===== config.mk =====
export PLATFORM = sky130hd
export DESIGN_NAME = spf_feature_extract
export DESIGN_NICKNAME = d
export VERILOG_FILES = /design/src/rtl/spf_pkg.sv /design/src/rtl/spf_seg_tree.sv /design/src/rtl/spf_divider.sv /design/src/rtl/spf_control.sv /design/src/rtl/spf_datapath.sv /design/src/rtl/spf_feature_extract.sv
export SDC_FILE = /design/constraint.sdc
export NUM_CORES = 1
export LEC_CHECK = 0
export ABC_AREA = 1
export CAP_MARGIN = 20
export CELL_PAD_IN_SITES_DETAIL_PLACEMENT = 0
export CELL_PAD_IN_SITES_GLOBAL_PLACEMENT = 1
export CORE_UTILIZATION = 45
export CTS_BUF_LIST = sky130_fd_sc_hd__clkbuf_16
export DETAILED_ROUTE_END_ITERATION = 16
export DONT_BUFFER_PORTS = 1
export PLACE_DENSITY = 0.88
export SYNTH_ARGS = -nofsm -noshare
export SYNTH_HDL_FRONTEND = slang
export SYNTH_SLANG_ARGS = --single-unit

===== constraint.sdc =====
create_clock -name clk -period 18.85 [get_ports clk]
set_clock_uncertainty 0.2 [all_clocks]
set_input_delay 4.7125 -clock clk [delete_from_list [all_inputs] [get_ports clk]]
set_output_delay 4.7125 -clock clk [all_outputs]
set_load 0.005 [all_outputs]

===== src/rtl/spf_pkg.sv =====
`timescale 1ns/1ps
package spf_pkg;
  parameter int SAMPLE_W = 10;
  parameter int SPIKE_N  = 32;
  parameter int LANES    = 4;
  parameter int FRAC_W   = 8;

  localparam int IDX_W   = $clog2(SPIKE_N);
  localparam int BEATS   = SPIKE_N / LANES;
  localparam int BEAT_W  = (BEATS > 1) ? $clog2(BEATS) : 1;
  localparam int AREA_W  = SAMPLE_W + IDX_W;
  localparam int RANGE_W = SAMPLE_W + 1;
  localparam int DVD_W   = AREA_W + FRAC_W;
  localparam int FEAT_W  = DVD_W + 1;
  localparam int DIV_CYC = DVD_W;
  localparam int LATENCY = DIV_CYC + 1;
  localparam int CNT_W   = $clog2(DIV_CYC + 1);

  // Partial result of a run of consecutive samples
  typedef struct packed {
    logic signed [SAMPLE_W-1:0] minVal;
    logic signed [SAMPLE_W-1:0] maxVal;
    logic [IDX_W-1:0]           minIdx;
    logic signed [AREA_W-1:0]   total;
    logic signed [AREA_W-1:0]   pre;
  } segSum_t;

  // Strobes from control to datapath
  typedef struct packed {
    logic beatTake;
    logic beatFirst;
    logic loadDiv;
    logic divStep;
    logic finish;
  } ctlStrobe_t;

  function automatic segSum_t leafSeg(logic signed [SAMPLE_W-1:0] x, logic [IDX_W-1:0] idx);
    segSum_t r;
    r.minVal = x;
    r.maxVal = x;
    r.minIdx = idx;
    r.total  = AREA_W'(x);
    r.pre    = '0;
    return r;
  endfunction

  // early precedes late in sample order; ties keep the earlier minimum
  function automatic segSum_t mergeSeg(segSum_t early, segSum_t late);
    segSum_t r;
    r.total  = early.total + late.total;
    r.maxVal = (late.maxVal > early.maxVal) ? late.maxVal : early.maxVal;
    if (late.minVal < early.minVal) begin
      r.minVal = late.minVal;
      r.minIdx = late.minIdx;
      r.pre    = early.total + late.pre;
    end else begin
      r.minVal = early.minVal;
      r.minIdx = early.minIdx;
      r.pre    = early.pre;
    end
    return r;
  endfunction
endpackage


===== src/rtl/spf_seg_tree.sv =====
`timescale 1ns/1ps
module spf_seg_tree
  import spf_pkg::*;
(
  input  logic [LANES*SAMPLE_W-1:0] beatData,
  input  logic [IDX_W-1:0]          baseIdx,
  output segSum_t                   beatSum
);
  // heap order: node 0 is the root, leaves at LANES-1 .. 2*LANES-2
  segSum_t node [2*LANES-1];

  for (genvar j = 0; j < LANES; j++) begin : g_leaf
    assign node[LANES-1+j] = leafSeg($signed(beatData[j*SAMPLE_W +: SAMPLE_W]),
                                     baseIdx + IDX_W'(j));
  end

  for (genvar i = 0; i < LANES-1; i++) begin : g_merge
    assign node[i] = mergeSeg(node[2*i+1], node[2*i+2]);
  end

  assign beatSum = node[0];
endmodule


===== src/rtl/spf_divider.sv =====
`timescale 1ns/1ps
module spf_divider #(
  parameter int DVD_W = 23,
  parameter int DEN_W = 11
) (
  input  logic             clk,
  input  logic             rstN,
  input  logic             load,
  input  logic             step,
  input  logic [DVD_W-1:0] dividend,
  input  logic [DEN_W-1:0] divisor,
  output logic [DVD_W-1:0] quotient
);
  logic [DEN_W-1:0] remQ;
  logic [DVD_W-1:0] quoQ;
  logic [DEN_W:0]   trial;
  logic             fits;

  assign trial = {remQ, quoQ[DVD_W-1]};
  assign fits  = trial >= {1'b0, divisor};

  always_ff @(posedge clk) begin
    if (!rstN) begin
      remQ <= '0;
      quoQ <= '0;
    end else if (load) begin
      remQ <= '0;
      quoQ <= dividend;
    end else if (step) begin
      remQ <= fits ? DEN_W'(trial - {1'b0, divisor}) : DEN_W'(trial);
      quoQ <= {quoQ[DVD_W-2:0], fits};
    end
  end

  assign quotient = quoQ;
endmodule


===== src/rtl/spf_control.sv =====
`timescale 1ns/1ps
module spf_control
  import spf_pkg::*;
(
  input  logic              clk,
  input  logic              rstN,
  input  logic              inValid,
  input  logic              inStart,
  output logic              inReady,
  output ctlStrobe_t        ctl,
  output logic [BEAT_W-1:0] beatIdx
);
  typedef enum logic [1:0] {ST_ACC, ST_DIV, ST_FIN} ctlState_t;

  ctlState_t         stateQ;
  logic              inSpikeQ;
  logic [BEAT_W-1:0] beatCntQ;
  logic [CNT_W-1:0]  divCntQ;
  logic              offer, first, take, last;

  assign inReady = (stateQ == ST_ACC);
  assign offer   = inValid && inReady;
  assign first   = offer && inStart;
  assign take    = first || (offer && inSpikeQ);
  assign beatIdx = first ? '0 : beatCntQ;
  assign last    = take && (beatIdx == BEAT_W'(BEATS-1));

  always_comb begin
    ctl.beatTake  = take;
    ctl.beatFirst = first;
    ctl.loadDiv   = last;
    ctl.divStep   = (stateQ == ST_DIV);
    ctl.finish    = (stateQ == ST_FIN);
  end

  always_ff @(posedge clk) begin
    if (!rstN) begin
      stateQ   <= ST_ACC;
      inSpikeQ <= 1'b0;
      beatCntQ <= '0;
      divCntQ  <= '0;
    end else begin
      case (stateQ)
        ST_ACC: begin
          if (last) begin
            stateQ   <= ST_DIV;
            divCntQ  <= CNT_W'(DIV_CYC);
            inSpikeQ <= 1'b0;
            beatCntQ <= '0;
          end else if (take) begin
            inSpikeQ <= 1'b1;
            beatCntQ <= beatIdx + 1'b1;
          end
        end
        ST_DIV: begin
          divCntQ <= divCntQ - 1'b1;
          if (divCntQ == CNT_W'(1)) stateQ <= ST_FIN;
        end
        default: stateQ <= ST_ACC;
      endcase
    end
  end
endmodule


===== src/rtl/spf_datapath.sv =====
`timescale 1ns/1ps
module spf_datapath
  import spf_pkg::*;
(
  input  logic                     clk,
  input  logic                     rstN,
  input  ctlStrobe_t               ctl,
  input  logic [BEAT_W-1:0]        beatIdx,
  input  logic [LANES*SAMPLE_W-1:0] beatData,
  output logic                     outValid,
  output logic signed [FEAT_W-1:0] outFeatPre,
  output logic signed [FEAT_W-1:0] outFeatPost,
  output logic [IDX_W-1:0]         outMinIdx
);
  segSum_t              beatSum, running, accQ;
  logic [IDX_W-1:0]     baseIdx;
  logic [RANGE_W-1:0]   span, denQ;
  logic signed [AREA_W-1:0] area [2];
  logic [DVD_W-1:0]     dvdIn [2];
  logic [DVD_W-1:0]     quot [2];
  logic [1:0]           negQ;
  logic                 zeroQ;

  function automatic logic [AREA_W-1:0] magOf(logic signed [AREA_W-1:0] a);
    return a[AREA_W-1] ? AREA_W'(-a) : AREA_W'(a);
  endfunction

  function automatic logic signed [FEAT_W-1:0] signFix(logic [DVD_W-1:0] q, logic neg, logic zero);
    logic signed [FEAT_W-1:0] m;
    m = FEAT_W'(q);
    if (zero) return '0;
    return neg ? -m : m;
  endfunction

  assign baseIdx = IDX_W'(beatIdx) * IDX_W'(LANES);

  spf_seg_tree u_tree (
    .beatData (beatData),
    .baseIdx  (baseIdx),
    .beatSum  (beatSum)
  );

  assign running = ctl.beatFirst ? beatSum : mergeSeg(accQ, beatSum);
  assign span    = RANGE_W'(running.maxVal) - RANGE_W'(running.minVal);
  assign area[0] = running.pre;
  assign area[1] = running.total - running.pre;

  for (genvar p = 0; p < 2; p++) begin : g_div
    assign dvdIn[p] = {magOf(area[p]), {FRAC_W{1'b0}}};
    spf_divider #(.DVD_W(DVD_W), .DEN_W(RANGE_W)) u_div (
      .clk      (clk),
      .rstN     (rstN),
      .load     (ctl.loadDiv),
      .step     (ctl.divStep),
      .dividend (dvdIn[p]),
      .divisor  (denQ),
      .quotient (quot[p])
    );
  end

  always_ff @(posedge clk) begin
    if (!rstN) begin
      accQ        <= '0;
      denQ        <= '0;
      negQ        <= '0;
      zeroQ       <= 1'b0;
      outValid    <= 1'b0;
      outFeatPre  <= '0;
      outFeatPost <= '0;
      outMinIdx   <= '0;
    end else begin
      outValid <= ctl.finish;
      if (ctl.beatTake) accQ <= running;
      if (ctl.loadDiv) begin
        denQ  <= span;
        zeroQ <= (span == '0);
        negQ  <= {area[1][AREA_W-1], area[0][AREA_W-1]};
      end
      if (ctl.finish) begin
        outFeatPre  <= signFix(quot[0], negQ[0], zeroQ);
        outFeatPost <= signFix(quot[1], negQ[1], zeroQ);
        outMinIdx   <= accQ.minIdx;
      end
    end
  end
endmodule


===== src/rtl/spf_feature_extract.sv =====
`timescale 1ns/1ps
module spf_feature_extract
  import spf_pkg::*;
(
  input  logic                      clk,
  input  logic                      rstN,
  input  logic                      inValid,
  input  logic                      inStart,
  input  logic [LANES*SAMPLE_W-1:0] inData,
  output logic                      inReady,
  output logic                      outValid,
  output logic signed [FEAT_W-1:0]  outFeatPre,
  output logic signed [FEAT_W-1:0]  outFeatPost,
  output logic [IDX_W-1:0]          outMinIdx
);
  ctlStrobe_t        ctl;
  logic [BEAT_W-1:0] beatIdx;

  spf_control u_ctl (
    .clk     (clk),
    .rstN    (rstN),
    .inValid (inValid),
    .inStart (inStart),
    .inReady (inReady),
    .ctl     (ctl),
    .beatIdx (beatIdx)
  );

  spf_datapath u_dp (
    .clk         (clk),
    .rstN        (rstN),
    .ctl         (ctl),
    .beatIdx     (beatIdx),
    .beatData    (inData),
    .outValid    (outValid),
    .outFeatPre  (outFeatPre),
    .outFeatPost (outFeatPost),
    .outMinIdx   (outMinIdx)
  );
endmodule


After elaboration in Yosys (flattened, before gate mapping)

Cells that the tools add are included.
Widths: inputs -> output; s select.

$add $sub $neg: 19
$lt $le $gt $ge: 10
Eq/ne operators: 6
Mux-type cells: 43
Bitwise operators: 1
Reductions and logical operators: 16

Operators by type and width:

| cell                | number |
|---|---|
| $mux 24             | 5 |
| $mux 23             | 4 |
| $mux 15             | 6 |
| $mux 10             | 8 |
| $add 15x15->15      | 4 |
| $mux 55             | 1 |
| $neg 23->24         | 2 |
| $gt 10x10->1        | 4 |
| $lt 10x10->1        | 4 |
| $neg 15->15         | 2 |
| $mux 5              | 5 |
| $ge 12x11->1        | 2 |
| $add 10x10->11      | 2 |
| $mux 11             | 2 |
| $sub 11x11->11      | 2 |
| $sub 15x15->15      | 1 |
| $logic_not 11->1    | 1 |
| $sub 10x10->11      | 1 |
| $add 5x2->5 const B | 2 |
| $pmux 5 s2          | 1 |
| $mux 3              | 3 |
| $reduce_and 2->1    | 4 |
| $reduce_bool 2->1   | 4 |
| $add 5x1->5 const B | 1 |
| 15 further kinds    | 24 |

Flip-flop bits (word level): 202
Bits of input ports: 44
Output and inout bits: 55
Logic and storage cells: 117

Longest topological paths before layout

Word-level depth: 13
Mapped depth: 63
Gate-level depth less buffers: 59

Modules after synthesis

A second synthesis with hierarchy kept.

Cells, all modules: 3127
Area total of the unflattened synthesis: 19947.9 sq um

Modules (own cells, without submodules):

| module       | instances | cells each | area each (sq um) | seq. area each (sq um) |
|---|---|---|---|---|
| spf_datapath | 1         | 1611       | 10075.9           | 2462.4 |
| spf_divider  | 2         | 384        | 2543.7            | 680.7 |
| spf_seg_tree | 1         | 661        | 4156.5            | 0.0 |
| spf_control  | 1         | 87         | 628.1             | 220.2 |

Worst setup path before layout

Ideal clock, no wire load.

Path type: input -> register
Start point: input inData[9]
End point: register u_dp.g_div[1].u_div.quoQ[20]
Setup time: 109 ps
Arrival: 12164 ps
Required time: 18541 ps
Path slack: 6377 ps
Stages on the path: 56
Path buffers: 8
Cells stage by stage: inv_1 > ha_1 > buf_6 > nand2_2 > nor2_2 > nand3_2 > nand3_2 > nand2_2 > nand2_4 > clkbuf_1 > clkbuf_1 > o21ai_0 > ha_1 > nand2_1 > inv_1 > nand3_1 > nor2_1 > nand4_1 > [... 20 more ...] > nand2_1 > o21ai_0 > o21ai_0 > inv_1 > ha_1 > a21oi_1 > inv_1 > a31oi_1 > nor4_1 > a2111oi_0 > nand3_1 > nand2_4 > buf_6 > nand3_1 > nand3_1 > nand3_1 > nand2_1 > inv_1

Word-level cells in the longest chain between the ends: 11
Elaborated cells on any way between the ends: 18
Classes of those cells: 7 x add/sub; 3 x order compare; 8 x mux

Ends and longest elaborated chain:

| what                                                   | line                     | source |
|---|---|---|
| start, declared                                        | spf_feature_extract.sv:9 | `input logic [LANES*SAMPLE_W-1:0] inData,` |
| branches (longest 6 deep; another with $add 15x15->15) | -                        |  |
| $mux 55 (*)                                            | spf_datapath.sv:43       | `assign running = ctl.beatFirst ? beatSum : mergeSeg(accQ, beatSum);` |
| $sub 15x15->15 (*)                                     | spf_datapath.sv:46       | `assign area[1] = running.total - running.pre;` |
| $neg 15->15                                            | spf_datapath.sv:25       | `return a[AREA_W-1] ? AREA_W'(-a) : AREA_W'(a);` |
| $mux 15 (*)                                            | spf_datapath.sv:25       |  |
| $mux 23 (*)                                            | spf_divider.sv:26        | `end else if (load) begin` |
| end signal, assigned                                   | spf_divider.sv:28        | `quoQ <= dividend;` |
| end signal, assigned                                   | spf_divider.sv:31        | `quoQ <= {quoQ[DVD_W-2:0], fits};` |
| end, declared                                          | spf_divider.sv:15        | `logic [DVD_W-1:0] quoQ;` |

Mark *: on every way between the ends.
A chain may end at the register's enable or synchronous reset.

Final worst setup path

Start point: input inData[9]
End point: register u_dp.g_div[1].u_div.quoQ[16]

Word-level cells in the longest chain between the ends: 11
Elaborated cells on any way between the ends: 18
Classes of those cells: 7 x add/sub; 3 x order compare; 8 x mux

Ends and longest elaborated chain:

| what                                                  | line                         | source |
|---|---|---|
| $lt 10x10->1                                          | spf_pkg.sv:52                | `if (late.minVal < early.minVal) begin` |
| $mux 10                                               | spf_pkg.sv:52                |  |
| $lt 10x10->1                                          | spf_pkg.sv:52                |  |
| $mux 15 / $mux 10 (equally long branches)             | spf_pkg.sv:52                |  |
| $add 15x15->15 / $lt 10x10->1 (equally long branches) | spf_pkg.sv:55, spf_pkg.sv:52 |  |
| $mux 15                                               | spf_pkg.sv:52                |  |
| $mux 55 (*)                                           | spf_datapath.sv:43           |  |
| $sub 15x15->15 (*)                                    | spf_datapath.sv:46           |  |
| $neg 15->15                                           | spf_datapath.sv:25           |  |
| $mux 15 (*)                                           | spf_datapath.sv:25           |  |
| $mux 23 (*)                                           | spf_divider.sv:26            |  |

Mark *: on every way between the ends. The rest lies on a longest branch, timed or not.

==> metrics.txt <==
status completed; Initial Utilization 45.9%; hpwl dp 38.9 mm; kind of critical path in2reg; post-synth top area share 23.3%; maximum VDD drop 0.0898 mV; CTS root buf clkbuf_16; io pins 99; Synth top cells by count nand2_1 (602), inv_1 (441), o21ai_0 (274), a21oi_1 (222), dfxtp_1 (202); sequential power share 15.4%; global-route wire length before repair 79.8 mm; synth-to-layout area growth 7.04%; number of distinct library cells after synthesis 59; post-layout net count 2882; initial drt markers 863; crit end category flip-flop; fin crit share 68.2%; R2R depth 30; Via-to-Cell Ratio 5.28; Avg Cell Area, Syn 6.43 um2; Final setup viols 0; switch share 52.3%; Sink Count 202; Psw 1.57 mW; Clk Latency, worst-skew pair 530 ps; post-placement cell area 0.0178 mm2; antenna-violating nets left 0; CTS tree done; cts bufs inserted 23; chip width 199 um; crit path max fanout 30; fin cells 3180; final hold viol count 0; Synth Instances 2704; element type at the critical path start primary input; DP Cell Count 3137; Yosys top cell by area dfxtp_1; WP data required 19080 ps; worst setup margin 6000 ps; fillcell total 3938; GPL Wtd Cong 0.947; largest net degree at the start of global routing 82; hold_buf cts 0; die height 199 um; PD cells 161 mW/mm2; setup bufs post-CTS 0; clk buf depth 3; Final Max Slew Viols 0; Int Pwr 1.43 mW; layout cell share with drive strength beyond 1 5.73%; slew margin rel. 28.4%; FF+latch count, synth 202; Hold WC Path Type reg2reg; DRC 0; RSZ-0062 raised after global routing false; Synth async-reset ratio 0%; WL final 49.9 mm; Avg WL per Cell 15.7 um; Ys Warns 0; Leakage 9.06 nW; count leader, synth nand2_1; die area 0.0394 mm2; hold path depth 2; Seq/Total Area, Yosys 23.3%; drt first pass iters 5; n_diodes 0; ys flop type dfxtp_1; dpl ws 5500 ps; # resized after CTS 0; post-route setup TNS 0 ps; GRT Total Usage 25.1%; PortBufs 0; Fin Hold WS 263 ps; worst-margin pin slew 1070 ps; number of global-route vias before repair 15800; top cells by area, synth dfxtp_1 (23%), nand2_1 (13%), ha_1 (13%), inv_1 (9.5%), o21ai_0 (7.9%); CP max stage delay 530 ps; antenna violations before repair 0; min Tclk post-route 12850 ps; Final Instance Area 0.0186 mm2; Critical Path AT 13070 ps; vias 16800; CP dominant cell by count nand2_1; combinational power share 68.4%; number of enable flip-flop cells after synthesis 0; synthesized area 0.0174 mm2; row cnt 71; slowest library cell on the worst path a2111oi_0; Max Cap Violations 0; total congestion overflow 0; syn_nets 2934; Max Fclk 77.8 MHz; htree depth 1; clock slew at reported path FFs 70 ps; clock power share 16.2%; Core Region 0.0378 mm2
-- per-stage QoR --
stage	util (%)	total power [mW]
after global placement	46.9	2.47
final	49.2	3.00
after floorplan	-	2.09
after detailed placement	47.0	2.50
after global routing	49.2	3.31
after CTS	49.1	3.00
-- routing by layer --
metal,vias to the layer above,wire length [um],track usage (%)
met5,-,0,0
met4,0,1600,8.09
li1,8727,-,-
met1,7599,22700,31.9
met3,77,2530,3.22
met2,385,23100,43.6
-- layout by cell type, fill, tap and decap left out, types with 15 or more instances in the layout --
| cell | synthesis | final |
|---|---|---|
| o211ai_1 | 30 | 30 |
| o21ai_0 | 274 | 274 |
| nand3_2 | 18 | 18 |
| nand2_2 | 23 | 24 |
| ha_1 | 177 | 177 |
| inv_1 | 441 | 445 |
| nor3_1 | 29 | 29 |
| o21ai_1 | 21 | 21 |
| nand3_1 | 121 | 121 |
| xnor2_1 | 15 | 15 |
| nand4_1 | 21 | 21 |
| dfxtp_1 | 202 | 202 |
| clkbuf_16 | 0 | 23 |
| o21bai_1 | 28 | 28 |
| nand2_1 | 602 | 601 |
| xor2_1 | 49 | 49 |
| nor2_1 | 172 | 168 |
| nor2_2 | 11 | 15 |
| a21oi_1 | 222 | 222 |
-- final cells by class --
| type | instances | area, um2 | area share [%] |
|---|---|---|---|
| Clock buffer | 23 | 576 | 3.09 |
| Clock inverter | 19 | 238 | 1.28 |
| Inverter | 457 | 1720 | 9.22 |
| Multi-Input combinational cell | 1953 | 11300 | 60.5 |
| Sequential cell | 202 | 4040 | 21.7 |
| Tap cell | 511 | 639 | 3.44 |
| Timing Repair Buffer | 15 | 145 | 0.780 |
-- worst paths after layout --
| check | from | to | slack [ps] |
|---|---|---|---|
| setup / recovery | inData[9] | u_dp.g_div[1].u_div.quotient[16] | 6000 |
| hold / removal | u_ctl.beatCntQ[2] | u_ctl.beatCntQ[2] | 260 |
| setup reg to reg | u_dp.accQ[16] | u_dp.g_div[1].u_div.quotient[16] | 12960 |
| hold reg to reg | u_ctl.beatCntQ[2] | u_ctl.beatCntQ[2] | 260 |
-- registers in the layout (all words and copies together), names as in the netlist, 2 cells and up --
signal,flops
u_ctl.beatCntQ,3
u_ctl.divCntQ,5
u_ctl.stateQ,2
u_dp.accQ,55
u_dp.denQ,11
u_dp.g_div.u_div.quotient,46
u_dp.g_div.u_div.remQ,22
u_dp.negQ,2
u_dp.outFeatPost,24
u_dp.outFeatPre,24
u_dp.outMinIdx,5
-- worst max-delay path, delay by kind of cell --
family	cells	cell delay, ps
AO/OA/AOI/OAI	12	2360
AND/OR/NAND/NOR	28	3310
adder cells (fa/ha/maj)	5	1760
buffers and inverters	7	910
-- power by group through the flow --
stage	sequential (mW)	combinational, mW	clock (mW)
floorplan	0.467	1.63	0
global placement	0.471	2.00	0
detailed placement	0.471	2.03	0
CTS	0.462	2.04	0.496
global route	0.465	2.34	0.514
finish	0.462	2.05	0.484
-- logic make-up (layout without fill, tap and decap cells) --
| kind of cell | count (synthesis) | count (layout) | synth area share, % |
|---|---|---|---|
| simple gates | 1041 | 1041 | 26.3 |
| flops | 202 | 202 | 23.3 |
| mux | 1 | 1 | 0.0576 |
| compound gates | 661 | 661 | 21.3 |
| buf+inv | 549 | 514 | 12.1 |
| xor+xnor | 64 | 64 | 3.22 |
| fa+ha+maj | 186 | 186 | 13.8 |
No activity file was read; power rests on OpenSTA's default activity.
